===== config.mk =====
export PLATFORM = sky130hd
export DESIGN_NAME = mcode_codec
export DESIGN_NICKNAME = d
export VERILOG_FILES = /design/src/rtl/mcode_pkg.sv /design/src/rtl/mcode_serializer.sv /design/src/rtl/mcode_line_drv.sv /design/src/rtl/mcode_decoder.sv /design/src/rtl/mcode_codec.sv
export SDC_FILE = /design/constraint.sdc
export NUM_CORES = 1
export LEC_CHECK = 0
export BUFFER_PORTS_ARGS = -buffer_cell sky130_fd_sc_hd__buf_2
export CAP_MARGIN = 30
export CORE_MARGIN = 4
export CORE_UTILIZATION = 49
export DETAILED_ROUTE_END_ITERATION = 10
export GPL_ROUTABILITY_DRIVEN = 0
export PLACE_DENSITY_LB_ADDON = 0.15
export SLEW_MARGIN = 20
export SYNTH_ARGS = -nofsm -noshare
export SYNTH_HDL_FRONTEND = slang
export SYNTH_SLANG_ARGS = --single-unit

===== constraint.sdc =====
create_clock -name clk -period 1.85 [get_ports clk]
set_input_delay 0.0925 -clock clk [delete_from_list [all_inputs] [get_ports clk]]
set_output_delay 0.0925 -clock clk [all_outputs]
set_load 0.01 [all_outputs]

===== src/rtl/mcode_pkg.sv =====
package mcode_pkg;

    typedef enum logic {
        CODE_PLAIN = 1'b0,
        CODE_DIFF  = 1'b1
    } code_mode_e;

    localparam int unsigned HALVES_PER_BIT = 2;

    // Level of the first half of a cell, given the bit and the level before the cell
    function automatic logic first_half_level(code_mode_e m, logic b, logic ref_lvl);
        logic lvl;
        if (m == CODE_PLAIN) lvl = ~b;
        else                 lvl = b ? ref_lvl : ~ref_lvl;
        return lvl;
    endfunction

    // Bit carried by a cell, from the level before it and its two halves
    function automatic logic recover_bit(code_mode_e m, logic ref_lvl, logic first, logic second);
        logic b;
        if (m == CODE_PLAIN) b = second & ~first;
        else                 b = (first == ref_lvl);
        return b;
    endfunction

endpackage


===== src/rtl/mcode_serializer.sv =====
module mcode_serializer
    import mcode_pkg::*;
#(
    parameter int unsigned DATA_W = 8
) (
    input  logic              clk,
    input  logic              rst,
    input  logic              half_en,
    input  code_mode_e        mode,
    input  logic              in_valid,
    input  logic [DATA_W-1:0] in_data,
    output logic              in_ready,
    output logic              drive_first,
    output logic              drive_second,
    output logic              drive_idle,
    output logic              next_bit,
    output code_mode_e        next_mode,
    output logic              busy_q,
    output logic              second_q,
    output code_mode_e        mode_q
);
    localparam int unsigned CNT_W = (DATA_W > 1) ? $clog2(DATA_W) : 1;
    localparam logic [CNT_W-1:0] LAST_IDX = CNT_W'(DATA_W - 1);

    logic [DATA_W-1:0] shift_q;
    logic [CNT_W-1:0]  idx_q;
    logic              last_half;
    logic              slot_open;
    logic              accept;

    assign last_half = busy_q && second_q && (idx_q == LAST_IDX);
    assign slot_open = !busy_q || last_half;
    assign in_ready  = half_en && slot_open;
    assign accept    = in_ready && in_valid;

    assign drive_first  = accept || (half_en && busy_q && second_q && !last_half);
    assign drive_second = half_en && busy_q && !second_q;
    assign drive_idle   = half_en && slot_open && !in_valid;
    assign next_bit     = accept ? in_data[0] : shift_q[1];
    assign next_mode    = accept ? mode : mode_q;

    always_ff @(posedge clk) begin
        if (rst) begin
            shift_q  <= '0;
            idx_q    <= '0;
            busy_q   <= 1'b0;
            second_q <= 1'b0;
            mode_q   <= CODE_PLAIN;
        end else if (half_en) begin
            if (slot_open) begin
                idx_q    <= '0;
                second_q <= 1'b0;
                busy_q   <= in_valid;
                if (in_valid) begin
                    shift_q <= in_data;
                    mode_q  <= mode;
                end
            end else if (!second_q) begin
                second_q <= 1'b1;
            end else begin
                second_q <= 1'b0;
                idx_q    <= idx_q + 1'b1;
                shift_q  <= shift_q >> 1;
            end
        end
    end

endmodule


===== src/rtl/mcode_line_drv.sv =====
module mcode_line_drv
    import mcode_pkg::*;
(
    input  logic       clk,
    input  logic       rst,
    input  logic       idle_lvl,
    input  logic       drive_first,
    input  logic       drive_second,
    input  logic       drive_idle,
    input  logic       next_bit,
    input  code_mode_e next_mode,
    output logic       line_q
);
    always_ff @(posedge clk) begin
        if (rst) begin
            line_q <= 1'b0;
        end else if (drive_first) begin
            line_q <= first_half_level(next_mode, next_bit, line_q);
        end else if (drive_second) begin
            line_q <= ~line_q;
        end else if (drive_idle) begin
            line_q <= idle_lvl;
        end
    end
endmodule


===== src/rtl/mcode_decoder.sv =====
module mcode_decoder
    import mcode_pkg::*;
#(
    parameter int unsigned DATA_W = 8
) (
    input  logic              clk,
    input  logic              rst,
    input  logic              half_en,
    input  logic              line_in,
    input  logic              cell_busy,
    input  logic              cell_second,
    input  code_mode_e        cell_mode,
    output logic              bit_valid,
    output logic              bit_val,
    output logic              byte_valid,
    output logic [DATA_W-1:0] byte_val
);
    localparam int unsigned CNT_W = (DATA_W > 1) ? $clog2(DATA_W) : 1;
    localparam logic [CNT_W-1:0] LAST_IDX = CNT_W'(DATA_W - 1);

    logic              prev_lvl_q;
    logic              first_q;
    logic              ref_q;
    logic [DATA_W-1:0] acc_q;
    logic [CNT_W-1:0]  cnt_q;
    logic              cell_bit;
    logic [DATA_W-1:0] acc_next;

    assign cell_bit = recover_bit(cell_mode, ref_q, first_q, line_in);
    assign acc_next = {cell_bit, acc_q[DATA_W-1:1]};

    always_ff @(posedge clk) begin
        if (rst) begin
            prev_lvl_q <= 1'b0;
            first_q    <= 1'b0;
            ref_q      <= 1'b0;
            acc_q      <= '0;
            cnt_q      <= '0;
            bit_valid  <= 1'b0;
            bit_val    <= 1'b0;
            byte_valid <= 1'b0;
            byte_val   <= '0;
        end else begin
            bit_valid  <= 1'b0;
            byte_valid <= 1'b0;
            if (half_en) begin
                prev_lvl_q <= line_in;
                if (cell_busy && !cell_second) begin
                    first_q <= line_in;
                    ref_q   <= prev_lvl_q;
                end
                if (cell_busy && cell_second) begin
                    bit_valid <= 1'b1;
                    bit_val   <= cell_bit;
                    acc_q     <= acc_next;
                    if (cnt_q == LAST_IDX) begin
                        cnt_q      <= '0;
                        byte_valid <= 1'b1;
                        byte_val   <= acc_next;
                    end else begin
                        cnt_q <= cnt_q + 1'b1;
                    end
                end
            end
        end
    end
endmodule


===== src/rtl/mcode_codec.sv =====
module mcode_codec
    import mcode_pkg::*;
#(
    parameter int unsigned DATA_W = 8
) (
    input  logic              clk,
    input  logic              rst,
    input  logic              half_en,
    input  logic              mode,
    input  logic              idle_lvl,
    input  logic              in_valid,
    input  logic [DATA_W-1:0] in_data,
    output logic              in_ready,
    output logic              line_out,
    output logic              rx_bit_valid,
    output logic              rx_bit,
    output logic              rx_byte_valid,
    output logic [DATA_W-1:0] rx_byte
);
    code_mode_e mode_sel;
    logic       drive_first;
    logic       drive_second;
    logic       drive_idle;
    logic       next_bit;
    code_mode_e next_mode;
    logic       tx_busy;
    logic       tx_second;
    code_mode_e tx_mode;

    assign mode_sel = code_mode_e'(mode);

    mcode_serializer #(.DATA_W(DATA_W)) u_ser (
        .clk          (clk),
        .rst          (rst),
        .half_en      (half_en),
        .mode         (mode_sel),
        .in_valid     (in_valid),
        .in_data      (in_data),
        .in_ready     (in_ready),
        .drive_first  (drive_first),
        .drive_second (drive_second),
        .drive_idle   (drive_idle),
        .next_bit     (next_bit),
        .next_mode    (next_mode),
        .busy_q       (tx_busy),
        .second_q     (tx_second),
        .mode_q       (tx_mode)
    );

    mcode_line_drv u_drv (
        .clk          (clk),
        .rst          (rst),
        .idle_lvl     (idle_lvl),
        .drive_first  (drive_first),
        .drive_second (drive_second),
        .drive_idle   (drive_idle),
        .next_bit     (next_bit),
        .next_mode    (next_mode),
        .line_q       (line_out)
    );

    mcode_decoder #(.DATA_W(DATA_W)) u_dec (
        .clk         (clk),
        .rst         (rst),
        .half_en     (half_en),
        .line_in     (line_out),
        .cell_busy   (tx_busy),
        .cell_second (tx_second),
        .cell_mode   (tx_mode),
        .bit_valid   (rx_bit_valid),
        .bit_val     (rx_bit),
        .byte_valid  (rx_byte_valid),
        .byte_val    (rx_byte)
    );

endmodule


* Word-level counts from Yosys, hierarchy flattened
Index checks and enable logic that the tools add are counted.
** Cells by class
- $add $sub $neg :: 2
- Eq/ne operators :: 5
- Mux-type cells :: 18
- Bitwise logic cells :: 6
- Reductions and logical operators :: 28
** Operator list (number)
- two-way mux 8 bit :: 3
- two-way mux 1 bit :: 12
- logical AND 1 bit :: 10
- AND reduction 2 bit :: 5
- two-way mux 3 bit :: 3
- AND reduction 3 bit :: 3
- adder 3 x 1 -> 3 bit (second input constant) :: 2
- equality test 3 bit (second input constant) :: 2
- NOT 1 bit :: 5
- zero test 1 bit :: 4
- inequality test 3 bit (second input constant) :: 1
- nonzero test 3 bit :: 1
- OR reduction 3 bit :: 1
- logical OR 1 bit :: 2
- inequality test 2 bit (second input constant) :: 1
- nonzero test 2 bit :: 1
- OR reduction 2 bit :: 1
- AND 1 bit :: 1
- equality test 1 bit :: 1
** Storage, ports and cells
- Flip-flop bits (word level) :: 40
- Input bits :: 14
- Output and inout port bits :: 13
- Logic and storage cells :: 74

* Longest topological paths before layout
Gate-level depths: netlist of the first run.
- Depth in word-level cells :: 9
- Depth in mapped cells :: 8
- Depth with buffers taken out :: 7

* Hierarchy
A second synthesis of the first run with hierarchy kept.
** Second synthesis, totals
- Cells, all modules :: 188
- Area total of the unflattened synthesis :: 1619.1 µm²
** Modules (own cells, without submodules)
- mcode_decoder :: instances 1, cells each 97, area each 863.3 µm², seq. area each 460.4 µm²
- mcode_serializer :: instances 1, cells each 82, area each 683.2 µm², seq. area each 260.2 µm²
- mcode_line_drv :: instances 1, cells each 9, area each 72.6 µm², seq. area each 20.0 µm²

* Worst setup path after synthesis of the first run
No wires, ideal clock.
- Path type :: reg2reg
- Start point :: register u_ser.idx_q[0]
- End point :: register u_drv.line_q
- Library setup time :: 0.133 ns
- Data arrival time :: 1.646 ns
- Data required time :: 1.717 ns
- Slack :: 0.071 ns
- Stages on the path, launching flop included :: 9
- Buffers on the path :: 1
- Clock period less this slack :: 1.779 ns
- Path through :: dfxtp_1 ha_1 ha_1 a21bo_1 buf_6 nand2_4 nand3_1 a2111oi_0 nor4_1
** Between the ends
- Word-level cells in the longest chain between the ends :: 9
- Elaborated cells on any way between the ends :: 17
- Those cells by class :: eq/ne (2); mux (4); bitwise (1); reduce/logical (10)
** RTL lines
- start, declared :: RTL line mcode_serializer.sv:26 : logic [CNT_W-1:0] idx_q;
- start signal, assigned :: RTL line mcode_serializer.sv:62 : idx_q <= idx_q + 1'b1;
- equality test 3 bit (*) :: RTL line mcode_serializer.sv:31 : assign last_half = busy_q && second_q && (idx_q == LAST_IDX);
- logical AND 1 bit (*) :: RTL line mcode_serializer.sv:31
- logical OR 1 bit :: RTL line mcode_serializer.sv:32 : assign slot_open = !busy_q || last_half;
- logical AND 1 bit :: RTL line mcode_serializer.sv:33, mcode_serializer.sv:38
- logical AND 1 bit :: RTL line mcode_serializer.sv:34 : assign accept = in_ready && in_valid;
- two-way mux 1 bit :: RTL line mcode_serializer.sv:39 : assign next_bit = accept ? in_data[0] : shift_q[1];
- NOT 1 bit :: RTL line mcode_pkg.sv:13 : if (m == CODE_PLAIN) lvl = ~b;
- two-way mux 1 bit :: RTL line mcode_pkg.sv:13
- two-way mux 1 bit :: RTL line mcode_line_drv.sv:17 : end else if (drive_first) begin
- end signal, assigned :: RTL line mcode_line_drv.sv:18 : line_q <= first_half_level(next_mode, next_bit, line_q);
- end signal, assigned :: RTL line mcode_line_drv.sv:20 : line_q <= ~line_q;
- end signal, assigned :: RTL line mcode_line_drv.sv:22 : line_q <= idle_lvl;
- end, declared :: RTL line mcode_line_drv.sv:12 : output logic line_q
Every way passes the cells marked *; elsewhere a longest branch is shown, timed or not.
A chain may end at the register's enable or synchronous reset.

* Worst setup path in the final report of the first run
Ends and elaborated chain as after synthesis.

==> results.rst, run 1 <==
.. list-table::
   :header-rows: 1

   * - Metric
     - Value
   * - Result of the run
     - complete, no violations
   * - Worst hold path depth
     - 3
   * - Placed Cells
     - 254
   * - Adder-Cell Fraction of Synth Area
     - under 10%
   * - Antenna violations before repair
     - 0
   * - Endpoint class of the critical path
     - register
   * - Sort of element at the start of the critical path
     - register
   * - Length in cells of the worst reg-to-reg path
     - 8
   * - Simple-gate share of the synthesized area
     - a little under a quarter
   * - Clock Path Buffers
     - 2
   * - Crit path largest cell delay
     - approximately 0.34 ns
   * - Number of instances in the synthesized netlist
     - 190
   * - Min cycle time layout
     - between 1.5 and 2 ns
   * - Post-detailed-route count of antenna-violating nets
     - 0
   * - Final setup viols
     - 0
   * - Critical path class
     - register to register
   * - Dominant combinational cell family by area after synthesis
     - simple AND/OR/NAND/NOR gates
   * - Buffers and inverters on the worst path
     - 1
   * - Maximum resistive drop on vdd
     - 484 µV
   * - Number of sinks driven by the clock tree
     - 37
   * - Highest achievable clock rate
     - roughly 560 MHz
   * - WP data arrival
     - 2.03 ns
   * - Capturing point of the worst reg2reg path
     - u_drv.line_q
   * - Floorplan die height
     - roughly 65 µm
   * - Number of vias in the routed layout
     - 1412
   * - Slowest stage cell on the critical path
     - sky130_fd_sc_hd__dfxtp_2
   * - Ratio of cells with drive above 1 in the final layout
     - approximately 24%
   * - Pre-Repair DR Iteration Count
     - 4
   * - Initial core utilization
     - between 50% and 60%
   * - Htree depth
     - 2
   * - Mean instance size in the synthesized netlist
     - between 8 and 9 µm²
   * - Final Cycle Share
     - between 90% and 100%
   * - Power Density
     - 822 mW/mm²
   * - Routed WL per cell
     - ~14 µm
   * - Complex-gate fraction of the synthesized area
     - roughly 18%
   * - Register clock-pin slew on the reported worst setup and hold paths
     - approximately 0.11 ns
   * - Dominant delay contributor by cell family on the critical path
     - compound AO/OA/AOI/OAI gates
   * - Syn Nets
     - around 210
   * - Finished Core Util
     - between 60 and 70%
   * - Startpoint of the lowest-slack register-to-register path
     - u_ser.idx_q[0]
   * - Clock latency at the later pin of the worst-skew pair
     - between 0.3 and 0.4 ns
   * - Yosys reg bits
     - 37
   * - Area growth syn-to-layout
     - 22.1%
   * - Data required time at the worst endpoint
     - approximately 2.1 ns
   * - Number of max-slew violations in the final report
     - 0
   * - Synthesized area
     - 0.00158 mm²
   * - Post-route setup TNS
     - 0 ns
   * - Worst setup skew after layout
     - around 0.011 ns
   * - Post-synth EDFFs
     - 0
   * - Sequential element share of the synthesized area
     - 46.8%
   * - Total track usage
     - between 10% and 20%
   * - Worst path most repeated cell
     - sky130_fd_sc_hd__ha_1
   * - Count of unique library cells instantiated by Yosys
     - 35
   * - Number of remaining DRC errors
     - 0
   * - Pin count of the biggest net entering global routing
     - 29
   * - Post-synthesis mux area share
     - 1.90%
   * - Die Footprint
     - around 0.0042 mm²
   * - Most common library cell in the layout ignoring fill and taps
     - sky130_fd_sc_hd__nand2_1
   * - Vias in the first global route
     - roughly 1.3k
   * - Core region area
     - slightly above 0.003 mm²
   * - Fin cells
     - between 200 and 300
   * - Total global routing overflow
     - 0
   * - First-pass GRT wire length
     - 5960 µm
   * - Total Wirelength
     - 3620 µm
   * - Count of inserted antenna diode cells
     - 0
   * - CTS tree
     - yes
   * - Die width
     - between 60 and 70 µm
   * - Footprint of the flip-flops and latches
     - around 740 µm²
   * - Maximum fanout along the worst path
     - 4
   * - Internal reg-to-reg setup slack
     - approximately 0.073 ns
   * - DPL Wire Length
     - approximately 2500 µm
   * - Xor and xnor area share after synthesis
     - 1.11%
   * - Endpoint with the worst hold slack
     - u_ser.shift_q[4]
   * - Worst min path class
     - input pin to register
   * - Share of flip-flops with an asynchronous set or reset after synthesis
     - 0%
   * - Worst hold path startpoint
     - in_data[4]
   * - Dominant register cell in the synthesized netlist
     - sky130_fd_sc_hd__dfxtp_1
   * - Vias per cell
     - ~5.3
   * - # port buffers
     - 26
   * - Count of yosys warnings during synthesis
     - 0
   * - Total CTS buffers
     - 5
   * - Top library cells by usage in the layout, fill and taps aside
     - sky130_fd_sc_hd__nand2_1, sky130_fd_sc_hd__dfxtp_1, sky130_fd_sc_hd__buf_2
   * - Starting DRT DRC Count
     - roughly 120
   * - Static leakage
     - slightly below 0.8 nW
   * - Final-stage net count
     - between 200 and 250
   * - Hold violation total from the final report
     - 0
   * - Pin slew with the least headroom to its limit
     - 0.484 ns
   * - Max-slew headroom at the worst pin
     - between 60% and 70%
   * - Ports placed on the boundary
     - 27
   * - Multi-input gate area
     - approximately 820 µm²
   * - Max Cap Viol
     - 0
   * - Root buffer selected by CTS
     - sky130_fd_sc_hd__clkbuf_4
   * - Total of fill cells in the finished design
     - 297
   * - Cells along the critical path
     - ha_1 > ha_1 > buf_4 > a21boi_4 > a21oi_1 > a22o_1 > o211a_1 > nor4_4
   * - Number of placement rows
     - 20
-- sequential cells by signal (all words and copies together), names as in the netlist, 3 cells and up --
signal	flops
u_ser.idx_q	3
u_ser.shift_q	7
u_dec.acc_q	6
u_dec.byte_val	8
u_dec.cnt_q	3
-- tightest hold or removal path, stage by stage --
cell and delay (ns):
sky130_fd_sc_hd__buf_2 0.09, sky130_fd_sc_hd__nand2_1 0.05, sky130_fd_sc_hd__a311oi_1 0.08
-- final cells by class --
type,count,area share [%]
clock buffers,6,2.65
clock inverters,2,1.94
inverters,2,0.388
multi-input cells,140,42.5
flip-flops and latches,37,38.4
well taps,44,2.85
repair buffers,35,11.3
-- layer usage --
metal | track usage, % | vias up | wire length [µm]
li1 | - | 714 | -
met1 | 21.2 | 656 | 1550
met2 | 31.9 | 38 | 1860
met3 | 4.16 | 4 | 176
met4 | 7.65 | 0 | 36
met5 | 0 | - | 0
-- timing repair --
item / 4_1_cts / 5_1_grt
setup endpoints to repair: 1 / 6
buffers inserted: 0 / 2
resized for setup: 3 / 9
endpoints found under the hold margin: 2 / 0
pin swaps: 0 / 3
hold buffers: 2 / 0
-- power by group --
| group | total, mW | internal [mW] | switching (mW) |
|---|---|---|---|
| clock network | 0.588 | 0.321 | 0.267 |
| registers | 0.837 | 0.815 | 0.0215 |
| logic | 0.165 | 0.0741 | 0.0905 |
| total | 1.59 | 1.21 | 0.379 |
-- worst max path at each step --
| stage | start | endpoint | slack, ns | cells after the start |
|---|---|---|---|---|
| after floorplan | u_ser.idx_q[0] | u_drv.line_q | 0.07 | 8 |
| after detailed placement | u_ser.idx_q[0] | u_drv.line_q | -0.05 | 8 |
| after global placement | u_ser.idx_q[0] | u_drv.line_q | 0.14 | 7 |
| after CTS | u_ser.idx_q[0] | u_drv.line_q | 0.001 | 8 |
| final | u_ser.idx_q[0] | u_drv.line_q | 0.07 | 8 |
| after global routing | u_ser.idx_q[0] | u_drv.line_q | -0.02 | 8 |
-- through the flow --
stage / total power, mW / hold WS, ns / worst slack (ns) / area, µm²
6_report: 1.59 / 0.00899 / 0.0734 / 1930
5_1_grt: 1.67 / 0.0104 / -0.0211 / 1930
4_1_cts: 1.58 / 0.00219 / 0.00102 / 1860
3_5_place_dp: 0.988 / 0.368 / -0.0545 / 1740
3_3_place_gp: 0.979 / 0.361 / 0.136 / 1740
2_1_floorplan: 0.944 / 0.236 / 0.0709 / 1580
-- logic make-up after synthesis --
family	count (synthesis)
compound gates	45
xor+xnor	2
fa+ha+maj	4
buf+inv	13
flops	37
mux	3
simple gates	86
-- synth_stat cells (2+ instances only) --
library cell	n	area (µm²)
sky130_fd_sc_hd__nor3_1	2	10.0
sky130_fd_sc_hd__nand2_1	49	184
sky130_fd_sc_hd__a21oi_1	24	120
sky130_fd_sc_hd__a211oi_1	2	15.0
sky130_fd_sc_hd__a311oi_1	6	52.6
sky130_fd_sc_hd__ha_1	4	50.1
sky130_fd_sc_hd__nor2_1	20	75.1
sky130_fd_sc_hd__o21ai_0	3	15.0
sky130_fd_sc_hd__dfxtp_1	37	741
sky130_fd_sc_hd__nand3_1	6	30.0
sky130_fd_sc_hd__a22oi_1	3	22.5
sky130_fd_sc_hd__buf_6	3	33.8
sky130_fd_sc_hd__clkbuf_1	6	22.5
sky130_fd_sc_hd__inv_1	2	7.51
sky130_fd_sc_hd__mux2i_1	3	30.0
Note: power is estimated with default switching activity, not from simulation.
==> run 2: changes to the inputs <==
Settings changed: CELL_PAD_IN_SITES_DETAIL_PLACEMENT set to 0, CELL_PAD_IN_SITES_GLOBAL_PLACEMENT set to 2, CORE_UTILIZATION 49 to 29.
==> run 2 against run 1 <==
Against the previous run:
- critical path depth fell by 1
- worst setup slack improved by 0.033 ns
- clock power rose by 4.1%
==> results.rst, run 2 (synthesis gave the netlist of run 1 again) <==
.. list-table::
   :header-rows: 1

   * - Metric
     - Value
   * - Max Cap Viol
     - 0 (unchanged)
   * - Routed WL per cell
     - 12.4 µm (was 13.6 µm)
   * - WP data arrival
     - 1.91 ns (was 2.03 ns)
   * - Ratio of cells with drive above 1 in the final layout
     - 22.5% (was 24.3%)
   * - Final-stage net count
     - 239 (unchanged)
   * - Clock latency at the later pin of the worst-skew pair
     - 0.28 ns (was 0.34 ns)
   * - Highest achievable clock rate
     - 573 MHz (was 563 MHz)
   * - Vias per cell
     - 4.66 (was 5.31)
   * - Cells along the critical path
     - ha_1 > ha_2 > a21bo_1 > nand2_4 > nand3_1 > a2111oi_1 > nor4_1 (was ha_1 > ha_1 > buf_4 > a21boi_4 > a21oi_1 > a22o_1 > o211a_1 > nor4_4)
   * - Power Density
     - 831 mW/mm² (was 822 mW/mm²)
   * - Count of inserted antenna diode cells
     - 0 (unchanged)
   * - Dominant delay contributor by cell family on the critical path
     - compound AO/OA/AOI/OAI gates (unchanged)
   * - Worst min path class
     - input pin to register (unchanged)
   * - Final setup viols
     - 0 (unchanged)
   * - Number of sinks driven by the clock tree
     - 37 (unchanged)
   * - Data required time at the worst endpoint
     - 2.01 ns (was 2.11 ns)
   * - Clock Path Buffers
     - 2 (unchanged)
   * - Overall power consumption
     - 1.59 mW (about the same)
   * - Total global routing overflow
     - 0 (unchanged)
   * - Floorplan die height
     - 81.9 µm (was 64.9 µm)
   * - Starting DRT DRC Count
     - 62 (was 123)
   * - Number of max-slew violations in the final report
     - 0 (unchanged)
   * - Length in cells of the worst reg-to-reg path
     - 7 (was 8)
   * - Internal reg-to-reg setup slack
     - 0.11 ns (was 0.07 ns)
   * - Post-detailed-route count of antenna-violating nets
     - 0 (unchanged)
   * - Pin slew with the least headroom to its limit
     - 0.519 ns (was 0.484 ns)
   * - Min cycle time layout
     - 1.74 ns (was 1.78 ns)
   * - # port buffers
     - 26 (unchanged)
   * - Total CTS buffers
     - 5 (unchanged)
   * - Root buffer selected by CTS
     - sky130_fd_sc_hd__clkbuf_8 (was sky130_fd_sc_hd__clkbuf_4)
   * - DPL Wire Length
     - 2560 µm (was 2490 µm)
   * - Pre-Repair DR Iteration Count
     - 4 (unchanged)
   * - Post-route setup TNS
     - 0 ns (unchanged)
   * - Area growth syn-to-layout
     - 21.1% (was 22.1%)
   * - Most common library cell in the layout ignoring fill and taps
     - sky130_fd_sc_hd__nand2_1 (unchanged)
   * - Initial core utilization
     - 30.4% (was 51.5%)
   * - Number of remaining DRC errors
     - 0 (unchanged)
   * - Met3 routed wirelength
     - 155 µm (was 176 µm)
   * - Maximum resistive drop on vdd
     - 396 µV (was 484 µV)
   * - Crit path setup slack, layout
     - 0.106 ns (was 0.0734 ns)
   * - Result of the run
     - complete, no violations (unchanged)
   * - Register bank with the most flops
     - u_dec.byte_val (unchanged)
   * - Total track usage
     - 11.9% (was 18.3%)
   * - Static leakage
     - 0.786 nW (was 0.787 nW)
   * - Worst setup skew after layout
     - 0.00279 ns (was 0.0108 ns)
   * - Pin count of the biggest net entering global routing
     - 27 (was 29)
   * - RSZ-0062 raised after global routing
     - false
   * - First-pass GRT wire length
     - 6140 µm (was 5960 µm)
   * - Hold violation total from the final report
     - 0 (unchanged)
   * - Total Wirelength
     - 3610 µm (was 3620 µm)
   * - Sort of element at the start of the critical path
     - register (unchanged)
   * - Top Registers
     - u_dec.byte_val: 8 flops, u_ser.shift_q: 7 flops, u_dec.acc_q: 6 flops (unchanged)
   * - Ports placed on the boundary
     - 27 (unchanged)
   * - Cell depth of the worst setup path
     - 7 (was 8)
   * - Top routing layer in use
     - met4 (unchanged)
   * - Die Footprint
     - 0.00671 mm² (was 0.00421 mm²)
   * - Critical path class
     - register to register (unchanged)
   * - Register clock-pin slew on the reported worst setup and hold paths
     - 0.07 ns (was 0.11 ns)
   * - Worst hold path depth
     - 3 (unchanged)
   * - Htree depth
     - 2 (unchanged)
   * - Number of placement rows
     - 26 (was 20)
   * - Detailed-routed wire length on met2
     - 1670 µm (was 1860 µm)
   * - Vias in the first global route
     - 1311 (was 1333)
   * - Number of vias in the routed layout
     - 1361 (was 1412)
   * - Slowest stage cell on the critical path
     - sky130_fd_sc_hd__a2111oi_1 (was sky130_fd_sc_hd__dfxtp_2)
   * - Finished Core Util
     - 36.9% (was 62.8%)
   * - Die width
     - 81.9 µm (was 64.9 µm)
   * - Crit path largest cell delay
     - 0.39 ns (was 0.34 ns)
   * - CTS tree
     - yes (unchanged)
   * - Routed length on met1
     - 1770 µm (was 1550 µm)
   * - Antenna violations before repair
     - 0 (unchanged)
   * - DP Worst Slack
     - 0.0299 ns (was -0.0545 ns)
   * - Top library cells by usage in the layout, fill and taps aside
     - sky130_fd_sc_hd__nand2_1, sky130_fd_sc_hd__dfxtp_1, sky130_fd_sc_hd__buf_2 (unchanged)
   * - Buffers and inverters on the worst path
     - 0 (was 1)
   * - Largest register FFs
     - 8 (unchanged)
   * - Endpoint class of the critical path
     - register (unchanged)
   * - Maximum fanout along the worst path
     - 5 (was 4)
   * - Max-slew headroom at the worst pin
     - 65.3% (was 67.6%)
   * - Core region area
     - 0.00520 mm² (was 0.00308 mm²)
   * - Final Cycle Share
     - 94.3% (was 96.0%)
## run 2: changes by cell type in the layout (fill, tap and decap cells not counted), moves of 2 or more
cell / before / now
sky130_fd_sc_hd__clkbuf_8: 1 / 7
sky130_fd_sc_hd__clkbuf_4: 5 / 0
sky130_fd_sc_hd__dlygate4sd3_1: 2 / 0
sky130_fd_sc_hd__buf_4: 5 / 8
## run 2: path summary, 6_finish.rpt
path	startpoint	to
max	u_ser.idx_q[0]	u_drv.line_q
min	in_data[7]	u_ser.shift_q[7]
max reg2reg	u_ser.idx_q[0]	u_drv.line_q
min reg2reg	u_dec.byte_val[1]	u_dec.byte_val[1]
## run 2: layer usage
layer  vias up  global-route usage [%]
li1        715                       -
met1       624                    15.5
met2        20                    18.9
met3         2                    3.29
met4         0                    3.49
met5         -                       0
## run 2: final cells by class
cell class | instances | area [µm²]
Fill cell | 561 | 3290
Inverter | 2 | 7.51
Multi-Input combinational cell | 140 | 771
Clock buffer | 7 | 96.3
Timing Repair Buffer | 35 | 210
Sequential cell | 37 | 741
Tap cell | 70 | 87.6
Clock inverter | 1 | 5.00
## run 2: per-stage QoR
step,instance area [µm²],cells,hold slack (ns)
finish,1920,292,0.0650
global route,1920,292,0.0625
detailed placement,1790,282,0.358
floorplan,1580,190,0.236
global placement,1790,282,0.355
CTS,1890,290,0.0551
## run 2: what timing repair did
item | 4_1_cts | 5_1_grt
setup buffers | 0 | 2
hold buffers | 0 | 0
endpoints found under the setup margin | 0 | 6
gates resized for setup | 0 | 2
## run 2: power by group
group          internal (mW)  switching (mW)
Sequential             0.815          0.0184
Combinational         0.0675          0.0808
Clock                  0.337           0.276
Total                   1.22           0.375
## run 2: worst reg2reg max path: stages, from the launching register on
cell,delay (ns)
sky130_fd_sc_hd__dfxtp_1,0.33
sky130_fd_sc_hd__ha_1,0.20
sky130_fd_sc_hd__ha_2,0.20
sky130_fd_sc_hd__a21bo_1,0.25
sky130_fd_sc_hd__nand2_4,0.09
sky130_fd_sc_hd__nand3_1,0.07
sky130_fd_sc_hd__a2111oi_1,0.39
sky130_fd_sc_hd__nor4_1,0.09
==> run 3: changes to the inputs <==
Settings changed: CORE_ASPECT_RATIO set to 1.25, RECOVER_POWER set to 100.
==> run 3 against run 2 <==
Against the previous run:
- largest power group unchanged
- critical path depth unchanged
- worst setup slack worse by 0.0042 ns
- register-to-register slack about the same
==> results.rst, run 3 (synthesis gave the netlist of run 1 again) <==
.. list-table::
   :header-rows: 1

   * - Metric
     - Value
   * - Result of the run
     - complete, no violations (unchanged)
   * - Crit path setup slack, layout
     - 0.102 ns (was 0.106 ns)
   * - Register clock-pin slew on the reported worst setup and hold paths
     - 0.07 ns (about the same)
   * - Worst setup skew after layout
     - 0.00498 ns (was 0.00279 ns)
   * - DP Worst Slack
     - 0.0594 ns (was 0.0299 ns)
   * - Htree depth
     - 2 (unchanged)
   * - Capturing point of the worst reg2reg path
     - u_drv.line_q (unchanged)
   * - Slowest stage cell on the critical path
     - sky130_fd_sc_hd__a2111oi_2 (was sky130_fd_sc_hd__a2111oi_1)
   * - Static leakage
     - 0.739 nW (was 0.786 nW)
   * - Number of max-slew violations in the final report
     - 0 (unchanged)
   * - Maximum fanout along the worst path
     - 3 (was 5)
   * - Detailed-routed wire length on met2
     - 1730 µm (was 1670 µm)
   * - Worst hold slack
     - 0.0608 ns (was 0.0650 ns)
   * - First-pass GRT wire length
     - 6090 µm (was 6140 µm)
   * - Total CTS buffers
     - 5 (unchanged)
   * - Total track usage
     - 11.6% (was 11.9%)
   * - Highest achievable clock rate
     - 572 MHz (was 573 MHz)
   * - Worst hold path depth
     - 3 (unchanged)
   * - Die Footprint
     - 0.00672 mm² (was 0.00671 mm²)
   * - WP data arrival
     - 1.92 ns (was 1.91 ns)
   * - Vias per cell
     - 4.81 (was 4.66)
   * - Power Density
     - 938 mW/mm² (was 831 mW/mm²)
   * - Layout Cell Area excl Fill
     - 0.00192 mm² (unchanged)
   * - Vias in the first global route
     - 1354 (was 1311)
   * - Pin slew with the least headroom to its limit
     - 0.560 ns (was 0.519 ns)
   * - # port buffers
     - 26 (unchanged)
   * - Root buffer selected by CTS
     - sky130_fd_sc_hd__clkbuf_8 (unchanged)
   * - Post-detailed-route count of antenna-violating nets
     - 0 (unchanged)
   * - Clock share of power
     - 45.7% (was 38.4%)
   * - Cells along the critical path
     - ha_1 > ha_1 > a21bo_1 > nand2_4 > nand3_1 > a2111oi_2 > nor4_2 (was ha_1 > ha_2 > a21bo_1 > nand2_4 > nand3_1 > a2111oi_1 > nor4_1)
   * - Area growth syn-to-layout
     - 21.1% (unchanged)
   * - Internal reg-to-reg setup slack
     - 0.10 ns (was 0.11 ns)
   * - Post-route setup TNS
     - 0 ns (unchanged)
   * - Max Cap Viol
     - 0 (unchanged)
   * - Critical path class
     - register to register (unchanged)
   * - Number of remaining DRC errors
     - 0 (unchanged)
   * - Die width
     - 74.1 µm (was 81.9 µm)
   * - Placement-stage cell area
     - 0.00177 mm² (was 0.00179 mm²)
   * - Length in cells of the worst reg-to-reg path
     - 7 (unchanged)
   * - Pre-Repair DR Iteration Count
     - 4 (unchanged)
   * - Fraction of power consumed by combinational cells
     - 7.9% (was 9.3%)
   * - Clock Path Buffers
     - 2 (unchanged)
   * - Core region area
     - 0.00519 mm² (was 0.00520 mm²)
   * - Starting DRT DRC Count
     - 44 (was 62)
   * - Data required time at the worst endpoint
     - 2.02 ns (was 2.01 ns)
   * - Count of buffers added by post-CTS timing repair for setup
     - 0 (unchanged)
   * - Sort of element at the start of the critical path
     - register (unchanged)
   * - Routed length on met1
     - 1540 µm (was 1770 µm)
   * - Total of fill cells in the finished design
     - 546 (was 561)
   * - Endpoint class of the critical path
     - register (unchanged)
   * - Number of placement rows
     - 29 (was 26)
   * - Final-stage net count
     - 237 (was 239)
   * - Final Cycle Share
     - 94.5% (was 94.3%)
   * - Internal power of the cells
     - 1.41 mW (was 1.22 mW)
   * - Register bank with the most flops
     - u_dec.byte_val (unchanged)
   * - Net Sw Frac
     - 21.6% (was 23.5%)
   * - Number of vias in the routed layout
     - 1356 (was 1361)
   * - Worst path most repeated cell
     - sky130_fd_sc_hd__ha_1
   * - Hold violation total from the final report
     - 0 (unchanged)
   * - DPL Wire Length
     - 2520 µm (was 2560 µm)
   * - Final setup viols
     - 0 (unchanged)
   * - Total global routing overflow
     - 0 (unchanged)
   * - Ratio of cells with drive above 1 in the final layout
     - 16.8% (was 22.5%)
   * - Top Registers
     - u_dec.byte_val: 8 flops, u_ser.shift_q: 7 flops, u_dec.acc_q: 6 flops (unchanged)
   * - Switching power of the nets
     - 0.389 mW (was 0.375 mW)
   * - Largest register FFs
     - 8 (unchanged)
   * - Number of sinks driven by the clock tree
     - 37 (unchanged)
   * - Power share of the sequential group
     - 46.4% (was 52.3%)
   * - Most common library cell in the layout ignoring fill and taps
     - sky130_fd_sc_hd__nand2_1 (unchanged)
   * - Max-slew headroom at the worst pin
     - 62.7% (was 65.3%)
   * - RSZ-0062 raised after global routing
     - false (unchanged)
   * - Pin count of the biggest net entering global routing
     - 31 (was 27)
   * - CTS tree
     - yes (unchanged)
   * - Total Wirelength
     - 3560 µm (was 3610 µm)
   * - Top library cells by usage in the layout, fill and taps aside
     - sky130_fd_sc_hd__nand2_1, sky130_fd_sc_hd__dfxtp_1, sky130_fd_sc_hd__a21oi_1 (was sky130_fd_sc_hd__nand2_1, sky130_fd_sc_hd__dfxtp_1, sky130_fd_sc_hd__buf_2)
   * - Worst hold path startpoint
     - in_data[7] (unchanged)
   * - Ports placed on the boundary
     - 27 (unchanged)
   * - Finished Core Util
     - 37.0% (was 36.9%)
   * - Top routing layer in use
     - met4 (unchanged)
   * - Met3 routed wirelength
     - 201 µm (was 155 µm)
   * - Maximum resistive drop on vdd
     - 350 µV (was 396 µV)
   * - Routed WL per cell
     - 12.6 µm (was 12.4 µm)
   * - Clock latency at the later pin of the worst-skew pair
     - 0.29 ns (was 0.28 ns)
   * - Antenna violations before repair
     - 0 (unchanged)
   * - Count of inserted antenna diode cells
     - 0 (unchanged)
   * - Endpoint with the worst hold slack
     - u_ser.shift_q[7] (unchanged)
   * - Floorplan die height
     - 90.6 µm (was 81.9 µm)
   * - Worst min path class
     - input pin to register (unchanged)
   * - Crit path largest cell delay
     - 0.41 ns (was 0.39 ns)
   * - Initial core utilization
     - 30.5% (was 30.4%)
   * - Min cycle time layout
     - 1.75 ns (was 1.74 ns)
   * - Startpoint of the lowest-slack register-to-register path
     - u_ser.idx_q[0] (unchanged)
## run 3: cell count changes in the layout (fill, tap and decap cells not counted), sizes merged
cell	delta
buf	-15
bufinv	+2
clkbuf	+10
nor2	+1
## run 3: worst max path at each step
stage / to / start / slack, ns
floorplan: u_drv.line_q / u_ser.idx_q[0] / 0.07
global placement: u_drv.line_q / u_ser.idx_q[0] / 0.13
detailed placement: u_drv.line_q / u_ser.idx_q[0] / 0.06
CTS: in_ready / u_ser.idx_q[0] / 0.04
global route: u_dec.byte_val[7] / u_ser.second_q / 0.01
finish: u_drv.line_q / u_ser.idx_q[0] / 0.10
## run 3: cell type report
cell class	count	area, µm²	share of cell area [%]
Timing Repair Buffer	32	164	8.55
Sequential cell	37	742	38.7
Clock inverter	3	65.1	3.39
Inverter	2	7.51	0.391
Tap cell	62	77.6	4.04
Clock buffer	5	68.8	3.59
Multi-Input combinational cell	141	793	41.4
## run 3: through the flow
step	instances	total power, mW
after global placement	273	0.986
after floorplan	190	0.944
after detailed placement	273	0.987
after CTS	281	1.82
after global routing	282	1.88
final	282	1.80
## run 3: power groups by stage
stage          logic, mW  registers [mW]  clock network [mW]
2_1_floorplan     0.0978           0.847                   0
3_3_place_gp       0.134           0.851                   0
3_5_place_dp       0.136           0.852                   0
4_1_cts            0.136           0.833               0.852
5_1_grt            0.162           0.838               0.879
6_report           0.142           0.834               0.823
## run 3: repair_timing
action,4_1_cts,5_1_grt
resized for setup,0,7
endpoints found under the setup margin,0,7
hold buffers,0,0
## run 3: routing by layer
metal  up-vias  GRT usage (%)
li1        710              -
met1       606           13.0
met2        34           19.4
met3         6           3.56
met4         0           5.89
met5         -              0
## run 3: critical path: cells and delay by family (launching register included)
family | cells | cell delay, ns
adder cells (fa/ha/maj) | 2 | 0.39
AO/OA/AOI/OAI | 2 | 0.64
flip-flops | 1 | 0.33
AND/OR/NAND/NOR | 3 | 0.27
